[src/rtl/pcn_pkg.sv]
package pcn_pkg;

    localparam int DW       = 16;
    localparam int AW       = 3;
    localparam int BIT_ON   = 15;
    localparam int BIT_EDGE = 11;

    typedef enum logic [AW-1:0] {
        OFS_CTRL = 3'd0,
        OFS_ENA  = 3'd1,
        OFS_ENB  = 3'd2,
        OFS_STAT = 3'd3,
        OFS_FLAG = 3'd4,
        OFS_PORT = 3'd5
    } ofs_e;

    typedef struct packed {
        logic on;
        logic edge_sel;
    } ctrl_t;

    function automatic logic [DW-1:0] pack_ctrl(ctrl_t c);
        logic [DW-1:0] v;
        v = '0;
        v[BIT_ON]   = c.on;
        v[BIT_EDGE] = c.edge_sel;
        return v;
    endfunction

endpackage

[src/rtl/pcn_sync.sv]
module pcn_sync #(
    parameter int W = 8
) (
    input  logic         clk,
    input  logic         rst,
    input  logic [W-1:0] d_i,
    output logic [W-1:0] q_o
);
    for (genvar g = 0; g < W; g++) begin : g_bit
        logic s1, s2;
        always_ff @(posedge clk) begin
            if (rst) begin
                s1 <= 1'b0;
                s2 <= 1'b0;
            end else begin
                s1 <= d_i[g];
                s2 <= s1;
            end
        end
        assign q_o[g] = s2;
    end
endmodule

[src/rtl/pcn_detect.sv]
module pcn_detect #(
    parameter int W = 8
) (
    input  logic         clk,
    input  logic         rst,
    input  logic [W-1:0] pin_i,
    input  logic         on_i,
    input  logic         edge_i,
    input  logic         ref_load_i,
    input  logic [W-1:0] en_a_i,
    input  logic [W-1:0] en_b_i,
    output logic [W-1:0] status_o,
    output logic [W-1:0] ev_o
);
    logic [W-1:0] ref_q;
    logic [W-1:0] prev_q;

    always_ff @(posedge clk) begin
        if (rst) begin
            ref_q  <= '0;
            prev_q <= '0;
        end else begin
            prev_q <= pin_i;
            if (!on_i || ref_load_i) ref_q <= pin_i;
        end
    end

    always_comb begin
        status_o = '0;
        ev_o     = '0;
        if (on_i && !edge_i)
            status_o = (pin_i ^ ref_q) & en_a_i;
        if (on_i && edge_i)
            ev_o = (pin_i & ~prev_q & en_a_i) | (~pin_i & prev_q & en_b_i);
    end
endmodule

[src/rtl/pcn_flags.sv]
module pcn_flags #(
    parameter int W = 8
) (
    input  logic         clk,
    input  logic         rst,
    input  logic [W-1:0] ev_i,
    input  logic         clr_wr_i,
    input  logic [W-1:0] clr_data_i,
    output logic [W-1:0] flags_o
);
    logic [W-1:0] keep;

    always_comb keep = clr_wr_i ? clr_data_i : '1;

    always_ff @(posedge clk) begin
        if (rst) flags_o <= '0;
        else     flags_o <= (flags_o & keep) | ev_i;
    end
endmodule

[src/rtl/pcn_ctrl.sv]
module pcn_ctrl
    import pcn_pkg::*;
#(
    parameter int NPINS = 8
) (
    input  logic             clk,
    input  logic             rst,
    input  logic [NPINS-1:0] pins_i,
    input  logic [AW-1:0]    bus_addr_i,
    input  logic             bus_wr_i,
    input  logic             bus_rd_i,
    input  logic [DW-1:0]    bus_wdata_i,
    output logic [DW-1:0]    bus_rdata_o,
    input  logic             irq_en_i,
    output logic             irq_o
);
    ctrl_t            ctrl_q;
    logic [NPINS-1:0] en_a_q, en_b_q;
    logic [NPINS-1:0] pin_s, status, edge_ev, flags_q;
    logic             flag_wr, port_rd;
    ofs_e             ofs;

    assign ofs     = ofs_e'(bus_addr_i);
    assign flag_wr = bus_wr_i && ofs == OFS_FLAG;
    assign port_rd = bus_rd_i && ofs == OFS_PORT;

    always_ff @(posedge clk) begin
        if (rst) begin
            ctrl_q <= '0;
            en_a_q <= '0;
            en_b_q <= '0;
        end else if (bus_wr_i) begin
            case (ofs)
                OFS_CTRL: begin
                    ctrl_q.on       <= bus_wdata_i[BIT_ON];
                    ctrl_q.edge_sel <= bus_wdata_i[BIT_EDGE];
                end
                OFS_ENA: en_a_q <= bus_wdata_i[NPINS-1:0];
                OFS_ENB: en_b_q <= bus_wdata_i[NPINS-1:0];
                default: ;
            endcase
        end
    end

    pcn_sync #(.W(NPINS)) u_sync (
        .clk(clk), .rst(rst), .d_i(pins_i), .q_o(pin_s)
    );

    pcn_detect #(.W(NPINS)) u_detect (
        .clk(clk), .rst(rst), .pin_i(pin_s),
        .on_i(ctrl_q.on), .edge_i(ctrl_q.edge_sel), .ref_load_i(port_rd),
        .en_a_i(en_a_q), .en_b_i(en_b_q),
        .status_o(status), .ev_o(edge_ev)
    );

    pcn_flags #(.W(NPINS)) u_flags (
        .clk(clk), .rst(rst), .ev_i(edge_ev),
        .clr_wr_i(flag_wr), .clr_data_i(bus_wdata_i[NPINS-1:0]),
        .flags_o(flags_q)
    );

    always_comb begin
        bus_rdata_o = '0;
        case (ofs)
            OFS_CTRL: bus_rdata_o = pack_ctrl(ctrl_q);
            OFS_ENA:  bus_rdata_o[NPINS-1:0] = en_a_q;
            OFS_ENB:  bus_rdata_o[NPINS-1:0] = en_b_q;
            OFS_STAT: bus_rdata_o[NPINS-1:0] = status;
            OFS_FLAG: bus_rdata_o[NPINS-1:0] = flags_q;
            OFS_PORT: bus_rdata_o[NPINS-1:0] = pin_s;
            default:  bus_rdata_o = '0;
        endcase
    end

    assign irq_o = irq_en_i && (ctrl_q.edge_sel ? |flags_q : |status);

endmodule

[config.mk]
export PLATFORM = sky130hd
export DESIGN_NAME = pcn_ctrl
export DESIGN_NICKNAME = d
export VERILOG_FILES = /design/src/rtl/pcn_pkg.sv /design/src/rtl/pcn_sync.sv /design/src/rtl/pcn_detect.sv /design/src/rtl/pcn_flags.sv /design/src/rtl/pcn_ctrl.sv
export SDC_FILE = /design/constraint.sdc
export NUM_CORES = 1
export LEC_CHECK = 0
export BUFFER_PORTS_ARGS = -buffer_cell sky130_fd_sc_hd__buf_2
export CAP_MARGIN = 20
export CORE_UTILIZATION = 40
export CTS_BUF_LIST = sky130_fd_sc_hd__clkbuf_8
export DETAILED_ROUTE_END_ITERATION = 16
export SLEW_MARGIN = 0
export SYNTH_ARGS = -nofsm -noshare
export SYNTH_HDL_FRONTEND = slang
export SYNTH_SLANG_ARGS = --single-unit
[constraint.sdc]
create_clock -name clk -period 2.7 [get_ports clk]
set_input_delay 0.27 -clock clk [delete_from_list [all_inputs] [get_ports clk]]
set_output_delay 0.27 -clock clk [all_outputs]
set_load 0.005 [all_outputs]
==> metrics.cfg, run 1 <==
[run_status]
status = finished clean

[sta]
tightest_slew_ns = 0.5295
setup_viol = 0
skew_ns = 0.006119
relSlewSlack_pct = 64.70
max_freq_ghz = 0.4627
fin_crit_sh_pct = 80.05
finalMaxSlewViolations = 0
fin_crit_ns = 2.161
rsz0062_at_grt = no
fin_setup_tns_ns = 0
hold_viol = 0

[pwr]
clkPwrFrac_pct = 43.6
p_seq_share_pct = 49.8
internal_power_mw = 1.390
pwr-share-comb_pct = 6.5
power_density_nw_per_um2 = 609.3
swShare_pct = 22.86
ir_worst_vdd_v = 0.0003431
leakage_nw = 1.158
p_sw_uw = 412.0

[setup_path]
reg2reg_depth = 4
startpoint_type = flop
critPathMaxFanout = 5
arrival_ns = 1.89
required_ns = 2.43
worst-setup-path-type = flop to output pin
crit_path_end_kind = output pin

[clocking]
cts_sinks = 58
cts_made_buffers = 9
post-cts-setup-buffer-count = 0
clkTransAtPathRegs_ns = 0.06
ctsResizeCount = 0
clk_latency_ns = 0.33
htree_levels = 3
cts-root-buf = clkbuf_8
cts_tree = done
clk_path_buf_depth = 2
ctsHoldBuffers = 0

[die]
core_sq_um = 6096
die_area_sq_um = 6814
core.rowCount = 28
fp.dieW_microns = 82.55
pin_count = 49
initial_core_util_pct = 42.57
die_y_microns = 82.55

[worst_hold_path]
hold_path_depth = 2
hp-class = primary input to flop

[layout]
area_growth_syn_to_layout_pct = 13.98
multiInputGateArea_sq_um = 1301
drive_gt1_share_pct = 19.70
fillers = 622
num_antenna_cells = 0
regArea_sq_um = 1161
nets = 364
final_area_sq_um = 2958

[synthesis]
synth_top_area_share_pct = 44.74
synth_fa_ha_area_share_pct = 0
yosysMostFrequentCell = dfxtp_1
synth-seq-cells = 58
seq_area_frac_synth_pct = 44.74
yosysTopAreaCell = dfxtp_1
synthXorXnorAreaFrac_pct = 2.700
syn_area_per_cell_sq_um = 8.708
synth_top_cells_by_count = 58 x dfxtp_1, 54 x nand2_1, 27 x a21oi_1, 26 x nor2b_1, 20 x nand3_1
yosysWarnings = 0
synthCells = 298
yosys.area_share.simple_pct = 24.45
synth_edf_count = 0
ys_types = 32
synth_compound_area_share_pct = 13.98
synth_mux_area_share_pct = 8.149
async_reset_ff_share_pct = 0
synth_area_leaders = dfxtp_1 45%, nand2_1 7.8%, nor2b_1 6.3%
synth_top_family_by_area = simple AND/OR/NAND/NOR gates
ys.flop_type = dfxtp_1
syn_area_sq_um = 2595

[detailed_routing]
via_per_inst = 5.278
firstDrtPassIters = 5
wl_per_cell_microns = 15.29
drtAntennaViolNets = 0
drt-initial-drc-count = 228
route.top_layer_used = met4
met3RoutedLength_microns = 378
wl_met2_microns = 2786
vias = 2164
drt_wl_total_microns = 6269
wl_met1_microns = 3003
drc = 0

[placed_design]
finalWeightedCongestion = 0.7910
hpwlAfterDp_microns = 4143
place_area_sq_um = 2766
port_buffers = 36

[global_routing]
grt_start_max_net_pins = 31
grt_pass1_wl_microns = 9998
grt_pass1_vias = 1894
antenna_found_initial = 0
grt_usage_pct = 20.28
grt_overflow = 0

[job]
cap_viol_max_count = 0

state kept, by name, summed over array words and instances, names as in the netlist:
name / count
en_b_q: 8
u_sync.g_bit.s1: 8
u_detect.ref_q: 8
u_detect.prev_q: 8
u_flags.flags_o: 8
ctrl_q: 2
en_a_q: 8
u_sync.g_bit.s2: 8
power by group through the flow:
stage,logic [mW],registers (mW),clock network (mW)
final,0.118,0.898,0.786
after detailed placement,0.117,0.916,0
after CTS,0.117,0.898,0.803
after global placement,0.116,0.916,0
after floorplan,0.0864,0.911,0
after global routing,0.131,0.901,0.850
placed cells by master (no fill, tap or decap):
cell	n
xor2_1	8
nor3b_4	1
bufinv_16	1
and2_4	1
a22oi_1	9
nand2b_1	1
nor2b_1	26
clkinv_2	2
and2b_1	2
nand4_1	1
nor4_1	2
nand4b_2	1
mux2i_1	11
o21ai_0	8
buf_4	3
nor3_1	1
a21oi_1	27
a41o_1	1
o221ai_1	4
nand2_1	54
buf_2	36
nand2_2	1
inv_1	2
clkbuf_8	11
nand3_1	20
and3_1	3
nor2_1	10
conb_1	6
and2_1	3
mux2_2	9
dfxtp_1	58
o22ai_1	12
area by class of cell:
type,instances,area share [%]
Clock buffer,11,5.118
Clock inverter,3,1.354
Inverter,2,0.2538
Multi-Input combinational cell,222,43.99
Sequential cell,58,39.26
Tap cell,75,3.173
Timing Repair Buffer,39,6.853
routing by layer:
layer	global-route usage [%]	up-vias
met5	0	-
met2	29.59	64
met1	28.34	1007
li1	-	1084
met3	5.055	9
met4	8.276	0
stage by stage:
stage / utilization, % / worst slack [ns] / hold slack (ns) / cells / total power, mW
floorplan: - / 1.381 / 0.3982 / 303 / 0.9973
global placement: 45.38 / 0.9173 / 0.4163 / 396 / 1.032
detailed placement: 45.38 / 0.8686 / 0.4247 / 396 / 1.033
CTS: 48.52 / 0.5544 / 0.1292 / 410 / 1.818
global route: 48.52 / 0.4661 / 0.1481 / 410 / 1.881
finish: 48.52 / 0.5386 / 0.1414 / 410 / 1.802
worst max-delay path: stages (launching register included):
cell and delay (ns):
dfxtp_1 0.33, nor2b_1 0.39, nand3_1 0.22, mux2_2 0.31, o22ai_1 0.17, buf_2 0.15
path summary, 6_finish.rpt:
path,from,to,slack (ns)
setup / recovery,ctrl_q[1]$_SDFFE_PP0P_,bus_rdata_o[6],0.54
hold / removal,pins_i[3],u_sync.g_bit[3].s1$_SDFF_PP0_,0.14
setup reg to reg,ctrl_q[1]$_SDFFE_PP0P_,u_detect.ref_q[1]$_SDFFE_PP0P_,1.61
hold reg to reg,u_sync.g_bit[7].s1$_SDFF_PP0_,u_sync.g_bit[7].s2$_SDFF_PP0_,0.44
logic make-up after synthesis:
kind of cell / count (synthesis)
AOI/OAI and AO/OA: 61
DFF: 58
xor gates and xnor gates: 8
other: 1
buffers and inverters: 23
and+or+nand+nor: 127
muxes: 20
Power figures use the tool's default switching activity.
==> run 2, diff against run 1 <==
==> constraint.sdc (replaced) <==
create_clock -name clk -period 1.9 [get_ports clk]
set_input_delay 0.19 -clock clk [delete_from_list [all_inputs] [get_ports clk]]
set_output_delay 0.19 -clock clk [all_outputs]
set_load 0.005 [all_outputs]
==> metrics.cfg, run 2 (synthesis gave the netlist of run 1 again) <==
[detailed_routing]
drc = 0
wl_per_cell_microns = 14.85
via_per_inst = 5.224
drtAntennaViolNets = 0
firstDrtPassIters = 4
drt_wl_total_microns = 6177
vias = 2173
drt-initial-drc-count = 214

[pwr]
pwr-share-comb_pct = 6.5
swShare_pct = 22.61
p_sw_uw = 610.5
ir_worst_vdd_v = 0.0005239
leakage_nw = 1.196
power_density_nw_per_um2 = 884.1
clkPwrFrac_pct = 46.2
internal_power_mw = 2.090
p_total_mw = 2.700
p_seq_share_pct = 47.3

[sta]
setup_viol = 0
fin_crit_ns = 1.793
hold_viol = 0
max_freq_ghz = 0.5576
rsz0062_at_grt = no
fin_setup_tns_ns = 0
skew_ns = 0.006444
finalMaxSlewViolations = 0
fin_crit_sh_pct = 94.39

[run_status]
status = finished clean

[die]
fp.dieW_microns = 82.55
die_area_sq_um = 6814
die_y_microns = 82.55
core.rowCount = 28
pin_count = 49
core_sq_um = 6096
initial_core_util_pct = 42.57

[layout]
drive_gt1_share_pct = 22.58
area_growth_syn_to_layout_pct = 17.70
nets = 368
final_common_cell = dfxtp_1
num_antenna_cells = 0
layout_common_cells = 55 x dfxtp_1, 54 x nand2_1, 36 x buf_2
fillers = 615
regArea_sq_um = 1165
final_area_sq_um = 3054
multiInputGateArea_sq_um = 1324

[placed_design]
finalWeightedCongestion = 0.8193
hpwlAfterDp_microns = 4126
port_buffers = 36
place_area_sq_um = 2801

[clocking]
clk_path_buf_depth = 2
cts_sinks = 58
cts_made_buffers = 9
clk_latency_ns = 0.34
clkTransAtPathRegs_ns = 0.07
cts_tree = done
cts-root-buf = clkbuf_8
htree_levels = 3
ctsHoldBuffers = 0

[global_routing]
grt_overflow = 0
grt_start_max_net_pins = 34
grt_pass1_vias = 1936
grt_pass1_wl_microns = 9742
antenna_found_initial = 0
grt_usage_pct = 20.09

[setup_path]
crit_path_end_kind = output pin
arrival_ns = 1.60
required_ns = 1.71
startpoint_type = flop
critPathMaxFanout = 6
worst-setup-path-type = flop to output pin

[worst_hold_path]
hp-class = primary input to flop

[job]
cap_viol_max_count = 0

run 2: final cells by class:
class | instances | area share [%]
Clock buffer | 10 | 4.506
Multi-Input combinational cell | 222 | 43.34
Sequential cell | 58 | 38.14
Tap cell | 75 | 3.073
Inverter | 2 | 0.2458
Clock inverter | 6 | 2.663
Timing Repair Buffer | 43 | 8.029
run 2: per-layer routing:
metal,track usage (%),routed length (microns),vias up
li1,-,-,1096
met1,26.24,2794,999
met2,30.25,2863,70
met3,7.253,450,8
met4,7.414,69,0
met5,0,0,-
run 2: power by group through the flow:
stage | registers (mW) | clock network, mW | logic (mW)
finish | 1.28 | 1.25 | 0.175
global route | 1.28 | 1.34 | 0.195
CTS | 1.27 | 1.28 | 0.175
detailed placement | 1.30 | 0 | 0.174
global placement | 1.30 | 0 | 0.172
floorplan | 1.29 | 0 | 0.123
run 2: repair_timing:
item	CTS	global route
setup endpoints to repair	2	2
pin swaps	0	0
resized for setup	1	6
hold endpoints to repair	0	0
buffers inserted	0	1
run 2: critical path, stage by stage, from the launching register on:
cell	delay, ns
dfxtp_1	0.45
xor2_1	0.20
nand2_1	0.12
a41o_1	0.20
a21oi_1	0.15
buf_2	0.13
run 2: final timing paths:
kind | slack [ns] | from | cells past startpoint | endpoint
worst max-delay path | 0.11 | u_sync.g_bit[3].s2$_SDFF_PP0_ | 5 | irq_o
worst min-delay path | 0.06 | pins_i[0] | 2 | u_sync.g_bit[0].s1$_SDFF_PP0_
worst max register to register | 0.79 | ctrl_q[1]$_SDFFE_PP0P_ | 4 | u_detect.ref_q[4]$_SDFFE_PP0P_
worst min register to register | 0.43 | u_sync.g_bit[6].s1$_SDFF_PP0_ | 1 | u_sync.g_bit[6].s2$_SDFF_PP0_
run 2: through the flow:
step           util (%)  hold WS, ns  std cells  worst slack, ns
6_report          50.10      0.05946        416           0.1065
5_1_grt           50.10      0.03361        416         0.005650
4_1_cts           49.59      0.04176        415          0.03905
3_5_place_dp      45.96       0.4049        399           0.3045
3_3_place_gp      45.96       0.3980        399           0.3370
2_1_floorplan         -       0.3182        303           0.6608
==> run 3, diff against run 2 <==
--- a/config.mk
+++ b/config.mk
@@ -7,9 +7,10 @@
 export LEC_CHECK = 0
 export BUFFER_PORTS_ARGS = -buffer_cell sky130_fd_sc_hd__buf_2
 export CAP_MARGIN = 20
-export CORE_UTILIZATION = 40
+export CORE_UTILIZATION = 51
 export CTS_BUF_LIST = sky130_fd_sc_hd__clkbuf_8
 export DETAILED_ROUTE_END_ITERATION = 16
+export PLACE_DENSITY = 0.85
 export SLEW_MARGIN = 0
 export SYNTH_ARGS = -nofsm -noshare
 export SYNTH_HDL_FRONTEND = slang
==> metrics.cfg, run 3 (synthesis gave the netlist of run 1 again) <==
[run_status]
status = finished clean

[detailed_routing]
via_per_inst = 5.467
vias = 2214
met3RoutedLength_microns = 467
drc = 0
drt_wl_total_microns = 5806
wl_per_cell_microns = 14.34
drt-initial-drc-count = 238
drtAntennaViolNets = 0
wl_met2_microns = 2734
firstDrtPassIters = 5
route.top_layer_used = met4
wl_met1_microns = 2495

[placed_design]
hpwlAfterDp_microns = 3809
place_area_sq_um = 2776
numPlacedInstances = 389
port_buffers = 36
finalWeightedCongestion = 0.9096
place_ws_ns = 0.3369

[layout]
fillers = 437
layout.cells.non_filler = 405
final_area_sq_um = 3008
area_growth_syn_to_layout_pct = 15.91
drive_gt1_share_pct = 21.89
utilization_pct = 62.44
nets = 365
regArea_sq_um = 1165
multiInputGateArea_sq_um = 1311
layout_common_cells = 55 x dfxtp_1, 54 x nand2_1, 36 x buf_2
num_antenna_cells = 0
final_common_cell = dfxtp_1

[die]
die_y_microns = 73.33
pin_count = 49
fp.dieW_microns = 73.33
core.rowCount = 25
initial_core_util_pct = 53.87
core_sq_um = 4817
die_area_sq_um = 5377

[pwr]
p_total_mw = 2.679
ir_worst_vdd_v = 0.0004381
power_density_nw_per_um2 = 890.5
leakage_nw = 1.183

[sta]
skew_ns = 0.007590
fin_setup_tns_ns = 0
fin_crit_sh_pct = 97.49
fin_crit_ns = 1.852
holdWs_ns = 0.05982
max_freq_ghz = 0.5398
timing.final.ws_setup_ns = 0.04762
setup_viol = 0
finalMaxSlewViolations = 0
rsz0062_at_grt = no
tightest_slew_ns = 0.5322
hold_viol = 0
relSlewSlack_pct = 64.52

[setup_path]
crit_path_end_kind = output pin
critPathMaxFanout = 5
worst-setup-path-type = flop to output pin
required_ns = 1.71
startpoint_type = flop
arrival_ns = 1.66

[global_routing]
grt_start_max_net_pins = 31
antenna_found_initial = 0
grt_pass1_vias = 2013
grt_usage_pct = 23.97
grt_pass1_wl_microns = 9432
grt_overflow = 0

[clocking]
clk_path_buf_depth = 2
clk_latency_ns = 0.34
cts_made_buffers = 9
cts_sinks = 58
post-cts-setup-buffer-count = 0
htree_levels = 3
cts_tree = done
clkTransAtPathRegs_ns = 0.06
cts-root-buf = clkbuf_8

[job]
cap_viol_max_count = 0

[worst_hold_path]
hp-class = primary input to flop

## run 3: power breakdown
group          internal [mW]  switching [mW]
clock                  0.764           0.467
sequential              1.25          0.0259
combinational         0.0730          0.0988
total                   2.09           0.592
## run 3: final timing paths
kind | startpoint | endpoint | slack, ns | cells after the start
max | ctrl_q[1]$_SDFFE_PP0P_ | bus_rdata_o[6] | 0.05 | 5
min reg2reg | u_sync.g_bit[2].s1$_SDFF_PP0_ | u_sync.g_bit[2].s2$_SDFF_PP0_ | 0.43 | 1
min | pins_i[5] | u_sync.g_bit[5].s1$_SDFF_PP0_ | 0.06 | 2
max reg2reg | ctrl_q[1]$_SDFFE_PP0P_ | u_detect.ref_q[4]$_SDFFE_PP0P_ | 0.82 | 4
## run 3: layer usage
metal / GRT usage, % / up-vias
li1: - / 1091
met1: 30.44 / 1020
met2: 36.93 / 92
met3: 5.213 / 11
met4: 15.38 / 0
met5: 0 / -
## run 3: area by class of cell
| cell class | instances | share of cell area [%] |
|---|---|---|
| Clock buffer | 10 | 4.576 |
| Clock inverter | 6 | 2.662 |
| Inverter | 2 | 0.2496 |
| Multi-Input combinational cell | 222 | 43.59 |
| Sequential cell | 58 | 38.73 |
| Tap cell | 67 | 2.787 |
| Timing Repair Buffer | 40 | 7.404 |
## run 3: worst max-delay path: stages (launching register included)
cell     delay, ns
dfxtp_1       0.33
nor2b_2       0.26
nand3_1       0.14
mux2_2        0.28
o22ai_1       0.17
buf_2         0.15
## run 3: what timing repair did
item                                    4_1_cts  5_1_grt
hold buffers                                  0        0
resized for setup                             2        3
endpoints found under the setup margin        2        2
